<file path="config.mk">
export PLATFORM = sky130hd
export DESIGN_NAME = bus_release_ctrl
export DESIGN_NICKNAME = d
export VERILOG_FILES = /design/src/rtl/brel_pkg.sv /design/src/rtl/brel_sync.sv /design/src/rtl/brel_halfcnt.sv /design/src/rtl/brel_fsm.sv /design/src/rtl/bus_release_ctrl.sv
export SDC_FILE = /design/constraint.sdc
export NUM_CORES = 1
export LEC_CHECK = 0
export ABC_AREA = 1
export BUFFER_PORTS_ARGS = -buffer_cell sky130_fd_sc_hd__buf_4
export CAP_MARGIN = 20
export CORE_MARGIN = 2
export CORE_UTILIZATION = 23
export DETAILED_ROUTE_END_ITERATION = 12
export PLACE_DENSITY = 0.45
export SYNTH_ARGS = -nofsm -noshare
export SYNTH_HDL_FRONTEND = slang
export SYNTH_HIERARCHICAL = 1
export SYNTH_SLANG_ARGS = --single-unit
</file>
<file path="constraint.sdc">
create_clock -name clk -period 1.3 [get_ports clk]
set_input_delay 0.065 -clock clk [delete_from_list [all_inputs] [get_ports clk]]
set_output_delay 0.065 -clock clk [all_outputs]
set_load 0.05 [all_outputs]
</file>
<file path="src/rtl/brel_pkg.sv">
// Package: shared state and pin-control types for the bus release controller.
// Assumes: one-hot-free binary encoding is adequate for five states.
package brel_pkg;

    typedef enum logic [2:0] {
        ST_NORM     = 3'd0,
        ST_REL      = 3'd1,
        ST_SBY_REL  = 3'd2,
        ST_SBY_NORM = 3'd3,
        ST_EXIT_HI  = 3'd4
    } brel_state_t;

    typedef struct packed {
        logic back_oe;
        logic back_val;
        logic bus_oe;
        logic dram_oe;
    } pin_ctl_t;

endpackage

</file>
<file path="src/rtl/brel_sync.sv">
// Module: brel_sync
// Multi-flop synchroniser for a single asynchronous level.
// Assumes: input is a slow level; RST_VAL is the inactive level.
module brel_sync #(
    parameter int   STAGES  = 2,
    parameter logic RST_VAL = 1'b1
) (
    input  logic clk,
    input  logic rst_n,
    input  logic d_in,
    output logic q_out
);
    logic [STAGES-1:0] chain;

    // Shift the asynchronous level through the flop chain.
    always_ff @(posedge clk) begin
        if (!rst_n) chain <= {STAGES{RST_VAL}};
        else        chain <= {chain[STAGES-2:0], d_in};
    end

    assign q_out = chain[STAGES-1];
endmodule

</file>
<file path="src/rtl/brel_halfcnt.sv">
// Module: brel_halfcnt
// Down counter timing the forced-high acknowledge interval in half
// external-clock steps (one step per internal clock).
// Assumes: HALF_CYCLES >= 1; load and run are never high together.
module brel_halfcnt #(
    parameter int HALF_CYCLES = 3
) (
    input  logic clk,
    input  logic rst_n,
    input  logic load,
    input  logic run,
    output logic done
);
    localparam int CW = (HALF_CYCLES > 1) ? $clog2(HALF_CYCLES) : 1;
    localparam logic [CW-1:0] LOAD_VAL = CW'(HALF_CYCLES - 1);

    logic [CW-1:0] cnt;

    // Load at the start of the interval, then count down while running.
    always_ff @(posedge clk) begin
        if (!rst_n)                   cnt <= '0;
        else if (load)                cnt <= LOAD_VAL;
        else if (run && cnt != '0)    cnt <= cnt - 1'b1;
    end

    assign done = run && (cnt == '0);
endmodule

</file>
<file path="src/rtl/brel_fsm.sv">
// Module: brel_fsm
// Release state machine: normal/released handshake, standby entry
// from either state, and the three standby exit paths.
// Assumes: req is already synchronised; stby is synchronous to clk.
module brel_fsm
    import brel_pkg::*;
(
    input  logic     clk,
    input  logic     rst_n,
    input  logic     req,
    input  logic     stby,
    input  logic     cycle_end,
    input  logic     rmw_lock,
    input  logic     rmw_dma,
    input  logic     pulse_done,
    output logic     pulse_load,
    output logic     pulse_run,
    output pin_ctl_t ctl
);
    brel_state_t state, state_nx;
    logic        grant_ok;

    assign grant_ok = !rmw_lock || rmw_dma;

    // Next-state selection; standby entry takes priority over the handshake.
    always_comb begin
        state_nx = state;
        unique case (state)
            ST_NORM: begin
                if (stby)                                state_nx = ST_SBY_NORM;
                else if (req && cycle_end && grant_ok)   state_nx = ST_REL;
            end
            ST_REL: begin
                if (stby)                                state_nx = ST_SBY_REL;
                else if (!req && cycle_end)              state_nx = ST_NORM;
            end
            ST_SBY_REL: begin
                if (!stby)                               state_nx = req ? ST_REL : ST_NORM;
            end
            ST_SBY_NORM: begin
                if (!stby)                               state_nx = req ? ST_EXIT_HI : ST_NORM;
            end
            ST_EXIT_HI: begin
                if (stby)                                state_nx = ST_SBY_NORM;
                else if (pulse_done)                     state_nx = ST_REL;
            end
            default:                                     state_nx = ST_NORM;
        endcase
    end

    // State register.
    always_ff @(posedge clk) begin
        if (!rst_n) state <= ST_NORM;
        else        state <= state_nx;
    end

    assign pulse_load = (state == ST_SBY_NORM) && (state_nx == ST_EXIT_HI);
    assign pulse_run  = (state == ST_EXIT_HI);

    // Pin controls decoded from the held state.
    always_comb begin
        unique case (state)
            ST_REL:      ctl = '{back_oe: 1'b1, back_val: 1'b0, bus_oe: 1'b0, dram_oe: 1'b0};
            ST_SBY_REL:  ctl = '{back_oe: 1'b1, back_val: 1'b1, bus_oe: 1'b0, dram_oe: 1'b1};
            ST_SBY_NORM: ctl = '{back_oe: 1'b0, back_val: 1'b1, bus_oe: 1'b0, dram_oe: 1'b1};
            ST_EXIT_HI:  ctl = '{back_oe: 1'b1, back_val: 1'b1, bus_oe: 1'b0, dram_oe: 1'b1};
            default:     ctl = '{back_oe: 1'b1, back_val: 1'b1, bus_oe: 1'b1, dram_oe: 1'b1};
        endcase
    end
endmodule

</file>
<file path="src/rtl/bus_release_ctrl.sv">
// Module: bus_release_ctrl (top)
// External bus release handshake with software-standby sequencing.
// Assumes: clk runs at twice the external bus clock; cycle_end marks
// bus-cycle boundaries; the acknowledge pad is built from back_val/back_oe.
module bus_release_ctrl
    import brel_pkg::*;
#(
    parameter int SYNC_STAGES = 2,
    parameter int HALF_CYCLES = 3
) (
    input  logic clk,
    input  logic rst_n,
    input  logic breq_n,
    input  logic stby,
    input  logic cycle_end,
    input  logic rmw_lock,
    input  logic rmw_dma,
    output logic back_val,
    output logic back_oe,
    output logic bus_oe,
    output logic dram_oe
);
    logic     breq_n_s;
    logic     req;
    logic     pulse_load;
    logic     pulse_run;
    logic     pulse_done;
    pin_ctl_t ctl;

    brel_sync #(.STAGES(SYNC_STAGES), .RST_VAL(1'b1)) u_sync (
        .clk   (clk),
        .rst_n (rst_n),
        .d_in  (breq_n),
        .q_out (breq_n_s)
    );

    assign req = !breq_n_s;

    brel_halfcnt #(.HALF_CYCLES(HALF_CYCLES)) u_cnt (
        .clk   (clk),
        .rst_n (rst_n),
        .load  (pulse_load),
        .run   (pulse_run),
        .done  (pulse_done)
    );

    brel_fsm u_fsm (
        .clk        (clk),
        .rst_n      (rst_n),
        .req        (req),
        .stby       (stby),
        .cycle_end  (cycle_end),
        .rmw_lock   (rmw_lock),
        .rmw_dma    (rmw_dma),
        .pulse_done (pulse_done),
        .pulse_load (pulse_load),
        .pulse_run  (pulse_run),
        .ctl        (ctl)
    );

    assign back_oe  = ctl.back_oe;
    assign back_val = ctl.back_val;
    assign bus_oe   = ctl.bus_oe;
    assign dram_oe  = ctl.dram_oe;
endmodule

</file>
; Word-level counts from Yosys, hierarchy flattened
; Cells that the tools add are included.
[classes]
shift = 0
multipliers = 0
bitwise_logic = 1
reduce_logical = 15
n_eq_ne = 5
order_cmp = 0
n_div = 0
n_addsub = 1
muxes = 14
[op_table]
columns = cell, count
row1 = $mux W3, 9
row2 = $pmux W3 S5, 1
row3 = $pmux W4 S3, 1
row4 = $eq A3 B2 Y1 const B, 2
row5 = $eq A3 B3 Y1 const B, 2
row6 = $logic_and A1 B1 Y1, 6
row7 = $mux W2, 2
row8 = $reduce_bool A2 Y1, 2
row9 = $reduce_or A2 Y1, 2
row10 = $eq A3 B1 Y1 const B, 1
row11 = $logic_not A3 Y1, 1
row12 = $logic_not A1 Y1, 2
row13 = $logic_not A2 Y1, 1
row14 = $sub A2 B1 Y2 const B, 1
row15 = $logic_or A1 B1 Y1, 1
row16 = $mux W1, 1
row17 = $not A1 Y1, 1
[word_totals]
n_memories = 0
register_bits = 7
mem_bits_ro = 0
ram_bits = 0
latchBits = 0
in_bits = 7

; Logic depth before layout (Yosys ltp)
; Gate-level depths: netlist of the first run.
[logic_depth]
depth_word = 9
mapped_depth = 12

; Cells and area by module
; Netlist of the first run, hierarchy kept.
[by_module_without_submodules]
columns = mod, instances, cells_per_inst, area_each_um2
row1 = brel_fsm, 1, 47, 284.0
row2 = brel_halfcnt, 1, 20, 121.4
row3 = brel_sync, 1, 6, 55.1
row4 = bus_release_ctrl, 1, 1, 3.8

; Worst setup path before layout of the first run
; OpenSTA, ideal clock, no wires.
[synth_path]
path_kind = reg-to-output
startpoint = reg u_fsm.state[0]
endpoint = out bus_oe
n_path_buf = 1
path_stages_with_launch = 7
slack_ns = -0.030
t_arrival_ns = 1.265
cell_sequence = dfxtp_1 -> buf_6 -> inv_2 -> nand2_4 -> inv_2 -> nor2_1 -> nor2_1
[synth_between]
elab_chain_len = 3
word_cells_on_any_way = 6
classes_between = eq/ne (4) / mux (1) / reduce/logical (1)
[synth_rtl]
columns = item, line_no
row1 = from (decl), brel_fsm.sv:20  ; brel_state_t state, state_nx;
row2 = from (signal assigned), brel_fsm.sv:54  ; else state <= state_nx;
row3 = $eq A3 B3 Y1 / $eq A3 B2 Y1 (equally long branches), brel_fsm.sv:62  ; unique case (state)
row4 = $reduce_or A2 Y1 (no source line), -
row5 = $pmux W4 S3 (*), brel_fsm.sv:62
row6 = to (decl), bus_release_ctrl.sv:20  ; output logic bus_oe,
; Mark *: on every way between the ends. The rest lies on a longest branch, timed or not.

; Final worst setup path of the first run
[layout_path]
startpoint = reg u_fsm.state[1]
endpoint = out bus_oe
[layout_between]
elab_chain_len = 3
word_cells_on_any_way = 6
classes_between = eq/ne (4) / mux (1) / reduce/logical (1)
[layout_rtl]
columns = item, line_no
row1 = $eq A3 B3 Y1, -
row2 = named net pulse_run, bus_release_ctrl.sv:26  ; logic pulse_run;
row3 = $reduce_or A2 Y1 (no source line), -
row4 = $pmux W4 S3, brel_fsm.sv:62
; The timed path passes the listed nets, and every way through them passes these cells.

==> run summary, run 1 <==
In this run, synthesis produced a sequential element count of 7. By area the synthesized netlist is led by dfxtp_1, inv_1, nand2_1. The weighted congestion reported at the end of routability-driven placement is 0.788. The via count came out at 469. The later pin in the worst-skew pair is clocked with a latency of 250 ps.

The maximum VDD drop is 0.696 mV. The synthesized netlist occupies a cell area of 464 um^2. The final-layout setup total negative slack is 0 ps. The largest net degree at the start of global routing came out at 7. The total count of max-transition violations in the final report is 0. Of all nets on the critical path, the largest fanout is 5. The path type of the worst min-delay path is in -> reg. The minimum setup slack in the final design is 74.9 ps. For this block, the routed nets add up to 841 um of wire. The share of final-layout standard cells stronger than drive strength 1 is 32.3%. The clock skew came out at 6.93 ps. After detailed routing, the number of vias per cell comes to 3.91. The area of the die is 0.00239 mm^2. The combined global-route utilization of all metal layers came out at 7.95%.

Leaving out fill and tap cells, the most frequent cell in the layout is inv_1. The number of ports placed on the die boundary came out at 11. The critical path is of the reg -> out type. The count of buffers from port buffering came out at 10. The clock slew seen by the registers of the worst setup and hold paths came out at 60 ps. The post-synthesis net count came out at 82.

Averaged over all synthesized cells, the footprint is 6.27 um^2. After synthesis, the netlist uses 19 different library cells. The number of buffers created by CTS came out at 3.

The worst setup path is launched from a register. The initial core utilization came out at 23.9%. The data arrival time of the critical path is 1160 ps.

The number of DRC markers after the initial detailed-route iteration came out at 2. In the layout the commonest cells are inv_1, nand2_1, buf_4, nand3_1, nor2_1. The headroom to the max-slew limit came out at 85.3%. Counting along the longest clock path gives a buffer depth of 2. The cell leakage power is 0.339 nW. For this run, design rule violations remaining after detail routing come to 0. The cell taking the most area after synthesis is dfxtp_1.

The number of hold violations in the final report is 0. The area growth from synthesis to final layout came out at 40.7%. The number of global-route vias before repair is 384.

The minimum clock period after layout came out at 1230 ps. The number of placement rows is 16. The HPWL reported at the end of detailed placement is 722 um. The fmax is 816 MHz. The count of inserted antenna diode cells came out at 0. The initial antenna violation count is 0. Of the synthesized area, sequential elements account for 30.2%.

The area share of the largest cell type after synthesis is 30.2%. The power density over the cells came out at 897 mW/mm^2. The run finished with clean final reports. The transition at the pin with the smallest max-transition slack came out at 220 ps. For this run the aggregate overflow at the end of global routing stands at 0. The final layout contains 102 nets. The wire length of the first global-routing pass is 1480 um. In this run the standard cell core region covers 0.00194 mm^2. Of the available clock period, the critical path in the final layout requires 94.2%.

The floorplan die height is 48.9 um. The worst-case setup slack after placement is 129 ps. The cell count after synthesis came out at 74. Post-CTS timing repair inserted 0 buffers for setup. The data required time of the critical path came out at 1240 ps. In the final routed layout, each cell accounts on average for 7.01 um.

For this design, the sink count on the clock tree is 7. The clock tree from TritonCTS is yes. The final count of negative-setup-slack endpoints is 0. The endpoint type of the worst setup path is an output pin. The remaining number of nets flagged by the antenna check after routing came out at 0. Across the run, the number of max-cap violations was 0.

The number of iterations in the first detailed-routing pass came out at 4. The clock root buffer master is clkbuf_4. The die extent in x is 48.9 um. Setup repair after global routing left no endpoint under its margin.

CTS built an H-tree with a depth of 1. The count of warnings emitted by yosys is 6.
-- critical path, cell delays in order (launching register included) --
cell and delay, ps:
dfxtp_1 320, inv_1 60, nand2_4 80, nor2_4 50
buf_4 140, nor2_2 110, buf_6 160
-- worst paths after layout --
path / from / to / slack [ps] / cells past startpoint
worst max-delay path: u_fsm/state[1]$_SDFF_PN0_ / bus_oe / 70 / 6
worst min register to register: u_sync/chain[0]$_SDFF_PN1_ / u_sync/chain[1]$_SDFF_PN1_ / 400 / 2
worst min-delay path: stby / u_fsm/state[2]$_SDFF_PN0_ / 190 / 4
worst max register to register: u_cnt/cnt[0]$_SDFFE_PP0P_ / u_fsm/state[0]$_SDFF_PN0_ / 100 / 10
-- synthesized netlist by cell type, drive strengths merged --
cell / number
nor2: 11
buf: 2
nand3: 7
a21oi: 3
nand4: 1
inv: 21
ha: 1
dfxtp: 7
o211ai: 1
a221oi: 1
xnor2: 1
nand2: 18
-- report_power, final --
part	total (W)	internal [W]	switching, W
clock network	0.000197	0.000113	0.0000841
logic	0.000162	0.0000654	0.0000962
registers	0.000228	0.000224	0.00000376
-- routing by layer --
| metal | vias to the layer above | part of all wire, % | global-route usage (%) | wire length [um] |
|---|---|---|---|---|
| li1 | 257 | - | - | - |
| met1 | 204 | 47 | 9.77 | 394 |
| met2 | 8 | 49 | 12.1 | 415 |
| met3 | 0 | 3.7 | 4.60 | 31 |
| met4 | 0 | 0 | 1.43 | 0 |
| met5 | - | 0 | 0 | 0 |
-- what timing repair did --
| action | 4_1_cts | 5_1_grt |
|---|---|---|
| endpoints found under the setup margin | 0 | 3 |
| hold buffers | 3 | 0 |
| hold endpoints to repair | 2 | 0 |
| gates resized for setup | 0 | 4 |
-- flip-flops by register name, summed over array words and instances (netlist names) --
name and flops:
u_sync/chain 2, u_fsm/state 3, u_cnt/cnt 2
-- logic make-up after synthesis --
| kind of cell | after synthesis | synth area share [%] |
|---|---|---|
| simple gates | 37 | 36.7 |
| xor+xnor | 1 | 1.89 |
| buf+inv | 23 | 21.0 |
| fa+ha+maj | 1 | 2.69 |
| compound gates | 5 | 7.55 |
| flops | 7 | 30.2 |
-- area by class of cell --
type	instances	area (um^2)
multi-input combinational	44	231
timing repair buffer	17	139
clock inverter	1	5.00
clock buffer	3	22.5
sequential	7	143
fill	224	1290
tap	27	33.8
inverter	21	78.8
-- stage by stage --
stage | hold WS [ps] | area, um^2 | std cells | power, W | util [%]
final | 188 | 653 | 120 | 0.000586 | 33.6
after global routing | 212 | 653 | 120 | 0.000632 | 33.6
after CTS | 191 | 644 | 120 | 0.000593 | 33.2
after detailed placement | 240 | 587 | 113 | 0.000384 | 30.2
after global placement | 237 | 587 | 113 | 0.000384 | 30.2
after floorplan | 134 | 467 | 74 | 0.000344 | -
Power figures use the tool's default switching activity.
==> inputs of run 2 (changes only) <==
--- a/config.mk
+++ b/config.mk
@@ -6,12 +6,15 @@
 export NUM_CORES = 1
 export LEC_CHECK = 0
 export ABC_AREA = 1
+export ABC_CLOCK_PERIOD_IN_PS = 1300
 export BUFFER_PORTS_ARGS = -buffer_cell sky130_fd_sc_hd__buf_4
 export CAP_MARGIN = 20
+export CORE_ASPECT_RATIO = 1.2
 export CORE_MARGIN = 2
 export CORE_UTILIZATION = 23
 export DETAILED_ROUTE_END_ITERATION = 12
 export PLACE_DENSITY = 0.45
+export REMOVE_ABC_BUFFERS = 1
 export SYNTH_ARGS = -nofsm -noshare
 export SYNTH_HDL_FRONTEND = slang
 export SYNTH_HIERARCHICAL = 1
==> run 2 against run 1 <==
  * Register-to-register slack improved by 30 ps
  * Count of clock-buffer cells in the layout up 1
  * Setup slack worse by 5.6 ps
  * Hold slack got worse by 180 ps
  * Largest cell class unchanged
  * Sequential power about the same
  * Largest power group unchanged
==> run summary, run 2 (synthesis gave the netlist of run 1 again) <==
The flow ran to the end, and the final reports show no timing, DRC or antenna violations. The count of inserted antenna diode cells came out at 0 (unchanged). The number of buffers created by CTS is 3 (unchanged). Counting flops per register, the top entry is u_fsm/state. The clock insertion delay at the later pin of the skew report is 250 ps (about the same). The data arrival time of the critical path came to 1170 ps (about the same). The maximum VDD drop is 0.443 mV (-36%). The maximum buffer depth of the clock tree came out at 2 (unchanged). The number of instances in the placed design is 104 (-8.0%). The number of non-filler instances in the completed layout is 109 (-9.2%). The maximum fanout encountered on the critical timing path came out at 6 (+1).

The number of vias per cell after detailed routing came out at 4.07 (+4.2%). The DRC violation count after routing is 0 (unchanged). The placed instance area came out at 567 um^2 (-3.4%). The wire length of the first global-routing pass is 1500 um (+1.4%). In the final layout, the registers with the most flip-flops are u_fsm/state: 3 flops, u_cnt/cnt: 2 flops, u_sync/chain: 2 flops.

The depth of the worst register-to-register path is 11 (+1). In this run the most critical hold path is launched from rst_n. The clock skew came out at 9.64 ps (+2.70 ps). The number of DRC markers after the initial detailed-route iteration came out at 8 (+6).

The fmax was 813 MHz (-0.45%). The number of buffers inserted by post-CTS setup repair is 0 (unchanged). The count of buffers from port buffering is 10 (unchanged). The via count is 444 (-5.3%). The number of sinks driven by the clock tree came out at 7 (unchanged). Setup repair after global routing left no endpoint under its margin. In the layout the commonest cells are inv_1, nand2_1, buf_4, nor2_1, nand3_1.

The transition at the pin with the smallest max-transition slack is 212 ps (-8.57 ps). The area growth from synthesis to layout is 32.1%. The worst register-to-register path ends at u_fsm/state[0]$_SDFF_PN0_. The HPWL reported at the end of detailed placement came out at 733 um (+1.5%). The minimum clock period after layout came out at 1230 ps (+5.55 ps).

The combined global-route utilization of all metal layers is 8.75% (+0.80 points). The initial core utilization is 24.8% (+0.89 points). The number of instances on the worst hold path was 2 (-2).

The reported net switching power is 0.000185 W (+0.30%). The final instance area came out at 613 um^2 (-6.1%). The number of global-route vias before repair was 405 (+5.5%).

The internal power is 0.000400 W (-0.57%). The number of hold violations in the final report came out at 0 (unchanged). The die extent in x came out at 45.0 um (-8.0%).

The level count of the clock H-tree was 1 (unchanged). The clock slew seen by the registers of the worst setup and hold paths is 60 ps (about the same). The data required time of the critical path came out at 1240 ps (about the same). The area of the die came out at 0.00239 mm^2 (about the same). The remaining number of nets flagged by the antenna check after routing is 0 (unchanged). The total wirelength of the detailed-routed design came to 900 um (+7.0%). STA classifies the critical path startpoint as a register.

The launching point of the worst reg2reg path is u_fsm/state[0]$_SDFF_PN0_. The min-delay analysis places its worst path in the category in -> reg. The share of the clock period used by the worst path came out at 94.7% (+0.43 points). The switching power share of the total is 31.6% (+0.19 points). The cell leakage power came out at 0.324 nW (-4.4%). The final count of negative-setup-slack endpoints is 0 (unchanged).

The aggregate global routing overflow came out at 0 (unchanged). The post-layout utilization of the core was 32.8% (-0.88 points). The final layout net count is 99 (-2.9%). The total count of max-transition violations in the final report was 0 (unchanged). The end point of the most critical hold path is u_sync/chain[0]$_SDFF_PN1_. The number of iterations in the first detailed-routing pass is 2 (-2). The worst setup path is captured at an output pin.

The clock root buffer master is clkbuf_4. The number of ports placed on the die boundary came out at 11 (unchanged). The average wire per standard cell came out at 8.26 um (+18%).

The slack of the worst reg-to-reg path came out at 130 ps (+30 ps). The share of final-layout standard cells stronger than drive strength 1 is 32.2% (-0.036 points). The sequential group share of total power is 39.0% (about the same).

The critical path is of the reg -> out type. The clock group share of total power is 34.4% (+0.9 points). The reported max-cap violation count is 0 (unchanged). TritonCTS built the clock tree.

The initial antenna violation count is 0 (unchanged). The headroom to the max-slew limit came out at 85.8% (+0.57 points). The core area came out at 0.00187 mm^2 (-3.6%). The largest net degree at the start of global routing is 7 (unchanged).

The number of placement rows is 17 (+1). The floorplan die height came to 53.2 um (+8.8%). The proportion of power drawn by combinational gates came to 26.6% (-1.0 points). The weighted congestion reported at the end of routability-driven placement came out at 0.739 (-6.3%). The number of flip-flops in the largest register came to 3 (unchanged). The power density over the cells is 953 mW/mm^2 (+6.2%). The total power of the final layout came out at 0.000584 W (-0.30%).
==> run 2: worst max-delay path by stage <==
| stage | startpoint | depth (start not counted) | endpoint | slack [ps] |
|---|---|---|---|---|
| final | u_fsm/state[0]$_SDFF_PN0_ | 5 | back_val | 70 |
| after global routing | u_cnt/cnt[0]$_SDFFE_PP0P_ | 10 | u_fsm/state[0]$_SDFF_PN0_ | 10 |
| after CTS | u_fsm/state[0]$_SDFF_PN0_ | 5 | dram_oe | 40 |
| after detailed placement | u_cnt/cnt[0]$_SDFFE_PP0P_ | 10 | u_fsm/state[0]$_SDFF_PN0_ | 100 |
| after global placement | u_cnt/cnt[0]$_SDFFE_PP0P_ | 10 | u_fsm/state[0]$_SDFF_PN0_ | 100 |
| after floorplan | u_fsm/state[0]$_SDFF_PN0_ | 4 | bus_oe | -40 |
==> run 2: layout make-up <==
class,instances,area (um^2)
Fill cell,216,1260
Timing Repair Buffer,14,108
Clock buffer,4,26.3
Multi-Input combinational cell,44,235
Inverter,21,78.8
Sequential cell,7,141
Tap cell,19,23.8
==> run 2: through the flow <==
step	setup slack, ps	hold WS (ps)	setup TNS (ps)
after floorplan	-38.6	134	-38.6
after global placement	97.0	238	0
after detailed placement	103	239	0
after CTS	44.7	3.84	0
after global routing	11.6	16.0	0
final	69.3	6.50	0
==> run 2: worst max-delay path, cell delays in order (launching register included) <==
cell and delay (ps):
dfxtp_1 350, buf_4 150, nand2_1 60, nor2_2 100, inv_1 60, buf_4 180
==> run 2: per-layer routing <==
layer | global-route usage (%) | vias to the layer above | part of all wire, %
met5 | 0 | - | 0
met2 | 13.8 | 4 | 50
met1 | 10.2 | 189 | 48
li1 | - | 251 | -
met3 | 3.07 | 0 | 2.1
met4 | 4.41 | 0 | 0
==> run 2: power by group through the flow <==
stage          Clock [W]  Combinational (W)  Sequential, W
5_1_grt         0.000224           0.000171       0.000228
6_report        0.000201           0.000155       0.000228
4_1_cts         0.000210           0.000154       0.000228
3_3_place_gp           0           0.000151       0.000232
2_1_floorplan          0          0.0000958       0.000236
3_5_place_dp           0           0.000151       0.000232
==> run 2: timing repair <==
item                                    in CTS  in global routing
gates resized for setup                      0                  5
hold endpoints to repair                     1                  0
hold buffers                                 1                  0
endpoints found under the setup margin       0                  4
==> inputs of run 3 (changes only) <==
--- a/config.mk
+++ b/config.mk
@@ -13,6 +13,7 @@
 export CORE_MARGIN = 2
 export CORE_UTILIZATION = 23
 export DETAILED_ROUTE_END_ITERATION = 12
+export GPL_TIMING_DRIVEN = 0
 export PLACE_DENSITY = 0.45
 export REMOVE_ABC_BUFFERS = 1
 export SYNTH_ARGS = -nofsm -noshare
==> run 3 against run 2 <==
  * Non-clock buffer count stayed put
  * Via count is 0.90% higher
  * Sequential share of layout area rose by 1.0 points
  * Largest power group unchanged
  * Hold slack better by 8.3 ps
  * Total power shrank 1.3%
  * Largest cell class unchanged
==> run summary, run 3 (synthesis gave the netlist of run 1 again) <==
The via count was 448 (+0.90%). The number of instances in the placed design was 101 (-2.9%). TritonCTS built the clock tree. For hold timing, the worst endpoint is u_sync/chain[0]$_SDFF_PN1_. The number of sinks driven by the clock tree is 7 (unchanged).

The fmax came out at 824 MHz (+1.5%). The stage delay of the slowest cell on the critical path is 360 ps (about the same). The share of final-layout standard cells stronger than drive strength 1 is 34.4% (+2.2 points). The initial core utilization is 24.8% (unchanged). The clock skew came out at 5.33 ps (-4.31 ps). The number of vias per cell after detailed routing is 4.11 (+0.90%).

The data arrival time of the critical path is 1150 ps (-20 ps). The weighted congestion reported at the end of routability-driven placement came out at 0.697 (-5.6%). The worst setup path is captured at an output pin. The core area came out at 0.00187 mm^2 (unchanged).

The final-layout setup total negative slack came out at 0 ps (unchanged). The number of placement rows is 17 (unchanged). The final layout net count is 99 (unchanged). The final instance area came out at 613 um^2 (unchanged).

The die extent in x came out at 45.0 um (unchanged). The number of global-route vias before repair came out at 415 (+2.5%). The minimum clock period after layout is 1210 ps (-17.8 ps).

The power density over the cells came out at 941 mW/mm^2 (-1.3%). The combined global-route utilization of all metal layers was 8.83% (+0.082 points). The total power of the final layout is 0.000577 W (-1.3%). The level count of the clock H-tree came out at 1 (unchanged). The critical path goes through inv_2 -> nand2_4 -> nor2_4 -> nor2_1 -> buf_4.

u_fsm/state holds more flip-flops than any other register. The reported net switching power came out at 0.000180 W (-2.8%). The total wirelength of the detailed-routed design is 863 um (-4.1%).

The critical path starts at u_fsm/state[0]$_SDFF_PN0_. The remaining number of nets flagged by the antenna check after routing is 0 (unchanged). The clock group share of total power is 34.5% (about the same). The count of buffers from port buffering came out at 10 (unchanged).

The critical path in this run is classified as reg -> out. The area of the die came out at 0.00239 mm^2 (unchanged). The worst register-to-register path ends at u_fsm/state[0]$_SDFF_PN0_.

The internal power is 0.000397 W (-0.57%). The aggregate global routing overflow came out at 0 (unchanged). The depth of the worst register-to-register path is 11 (unchanged). The switching power share of the total came out at 31.1% (-0.49 points). The sequential group share of total power came to 40.5% (+1.5 points).

The library cells used most frequently in the layout, excluding fill and tap cells, are inv_1, nand2_1, buf_4, nor2_1, nand3_1. The clock insertion delay at the later pin of the skew report came out at 250 ps (about the same). The number of ports placed on the die boundary is 11 (unchanged).

The maximum buffer depth of the clock tree is 2 (unchanged). The cell leakage power came out at 0.324 nW (about the same). The number of iterations in the first detailed-routing pass was 4 (+2). The number of buffers created by CTS is 3 (unchanged).

The flow ran to the end, and the final reports show no timing, DRC or antenna violations. The minimum setup slack in the final design came to 87.1 ps (+17.8 ps). The initial antenna violation count came out at 0 (unchanged). The wire length of the first global-routing pass is 1480 um (-0.94%). The clock slew seen by the registers of the worst setup and hold paths is 50 ps (about the same). The proportion of power drawn by combinational gates came out at 25.0% (-1.6 points). The path class of the tightest hold or removal check is in -> reg. The maximum VDD drop came out at 0.439 mV (-0.77%).

The reported max-cap violation count came out at 0 (unchanged). The DRC violation count after routing came out at 0 (unchanged). The share of the clock period used by the worst path came to 93.3% (-1.4 points). The number of instances on the worst hold path came out at 2 (unchanged).

The area growth from synthesis to final layout is 32.1% (unchanged). CTS placed an instance of clkbuf_4 at the clock tree root. The total count of max-transition violations in the final report is 0 (unchanged). The number of DRC markers after the initial detailed-route iteration is 10 (+2). The number of flip-flops in the largest register is 3 (unchanged). The headroom to the max-slew limit came out at 86.3% (+0.51 points). The largest registers in the layout are u_fsm/state: 3 flops, u_cnt/cnt: 2 flops, u_sync/chain: 2 flops.

The average wire per standard cell came to 7.92 um (-4.1%). The startpoint of the tightest hold check path is rst_n. The worst-case setup slack after placement was 18.0 ps (-85.4 ps).

The startpoint identified for the worst register-to-register timing path is u_fsm/state[0]$_SDFF_PN0_. The number of hold violations in the final report was 0 (unchanged). The transition at the pin with the smallest max-transition slack came out at 204 ps (-7.55 ps). The number of non-filler instances in the completed layout is 109 (unchanged). The slack of the worst reg-to-reg path is 110 ps (-20 ps). The data required time of the critical path is 1240 ps (about the same). The placed instance area is 544 um^2 (-4.0%). The count of inserted antenna diode cells came to 0 (unchanged). For this design, the slowest cell found on the critical path is dfxtp_4.

The HPWL reported at the end of detailed placement came out at 649 um (-11%). The maximum fanout encountered on the critical timing path is 6 (unchanged). STA classifies the critical path startpoint as a register. The floorplan die height came out at 53.2 um (unchanged). The final count of negative-setup-slack endpoints came out at 0 (unchanged). The largest net degree at the start of global routing is 8 (+1).
-- run 3: changes by cell type in the layout (fill, tap and decap cells not counted) --
cell	change
a221oi_1	+1
a221oi_2	-1
dfxtp_1	-3
dfxtp_2	+2
dfxtp_4	+1
ha_1	-1
ha_2	+1
nor2_1	+1
nor2_2	-1
-- run 3: metrics by stage --
| step | hold WS [ps] | util (%) |
|---|---|---|
| after floorplan | 134 | - |
| after global placement | 240 | 29.1 |
| after detailed placement | 239 | 29.1 |
| after CTS | 2.12 | 31.1 |
| after global routing | 10.3 | 32.8 |
| final | 14.8 | 32.8 |
-- run 3: how the worst max path moves through the flow --
stage	to	slack, ps	depth (start not counted)
2_1_floorplan	bus_oe	-40	4
3_3_place_gp	u_fsm/state[0]$_SDFF_PN0_	-9	11
3_5_place_dp	u_fsm/state[0]$_SDFF_PN0_	20	11
4_1_cts	bus_oe	10	4
5_1_grt	u_fsm/state[0]$_SDFF_PN0_	-10	11
6_report	bus_oe	90	5
-- run 3: layout make-up --
class,count,area (um^2)
Clock buffer,4,26.3
Inverter,21,78.8
Fill cell,223,1260
Tap cell,19,23.8
Sequential cell,7,148
Multi-Input combinational cell,44,229
Timing Repair Buffer,14,108
-- run 3: worst max-delay path: cells and delay by family, from the launching register on --
kind          cells  cell delay (ps)
buf+inv           2              260
flops             1              360
simple gates      3              290
-- run 3: layer usage --
metal  up-vias  global-route usage (%)  wire [um]
li1        250                       -          -
met1       192                    9.47        369
met2         4                    13.3        456
met3         2                    2.39         28
met4         0                    8.82          8
met5         -                       0          0
-- run 3: power groups by stage --
| stage | Combinational [W] | Clock (W) | Sequential [W] |
|---|---|---|---|
| floorplan | 0.0000958 | 0 | 0.000236 |
| global placement | 0.000137 | 0 | 0.000239 |
| detailed placement | 0.000136 | 0 | 0.000238 |
| CTS | 0.000139 | 0.000216 | 0.000234 |
| global route | 0.000160 | 0.000224 | 0.000235 |
| finish | 0.000144 | 0.000199 | 0.000234 |
-- run 3: timing repair --
action	4_1_cts	5_1_grt
setup endpoints to repair	1	5
hold endpoints to repair	1	0
resized for setup	1	7
pin swaps	0	2
buffers inserted	0	3
hold buffers	1	0
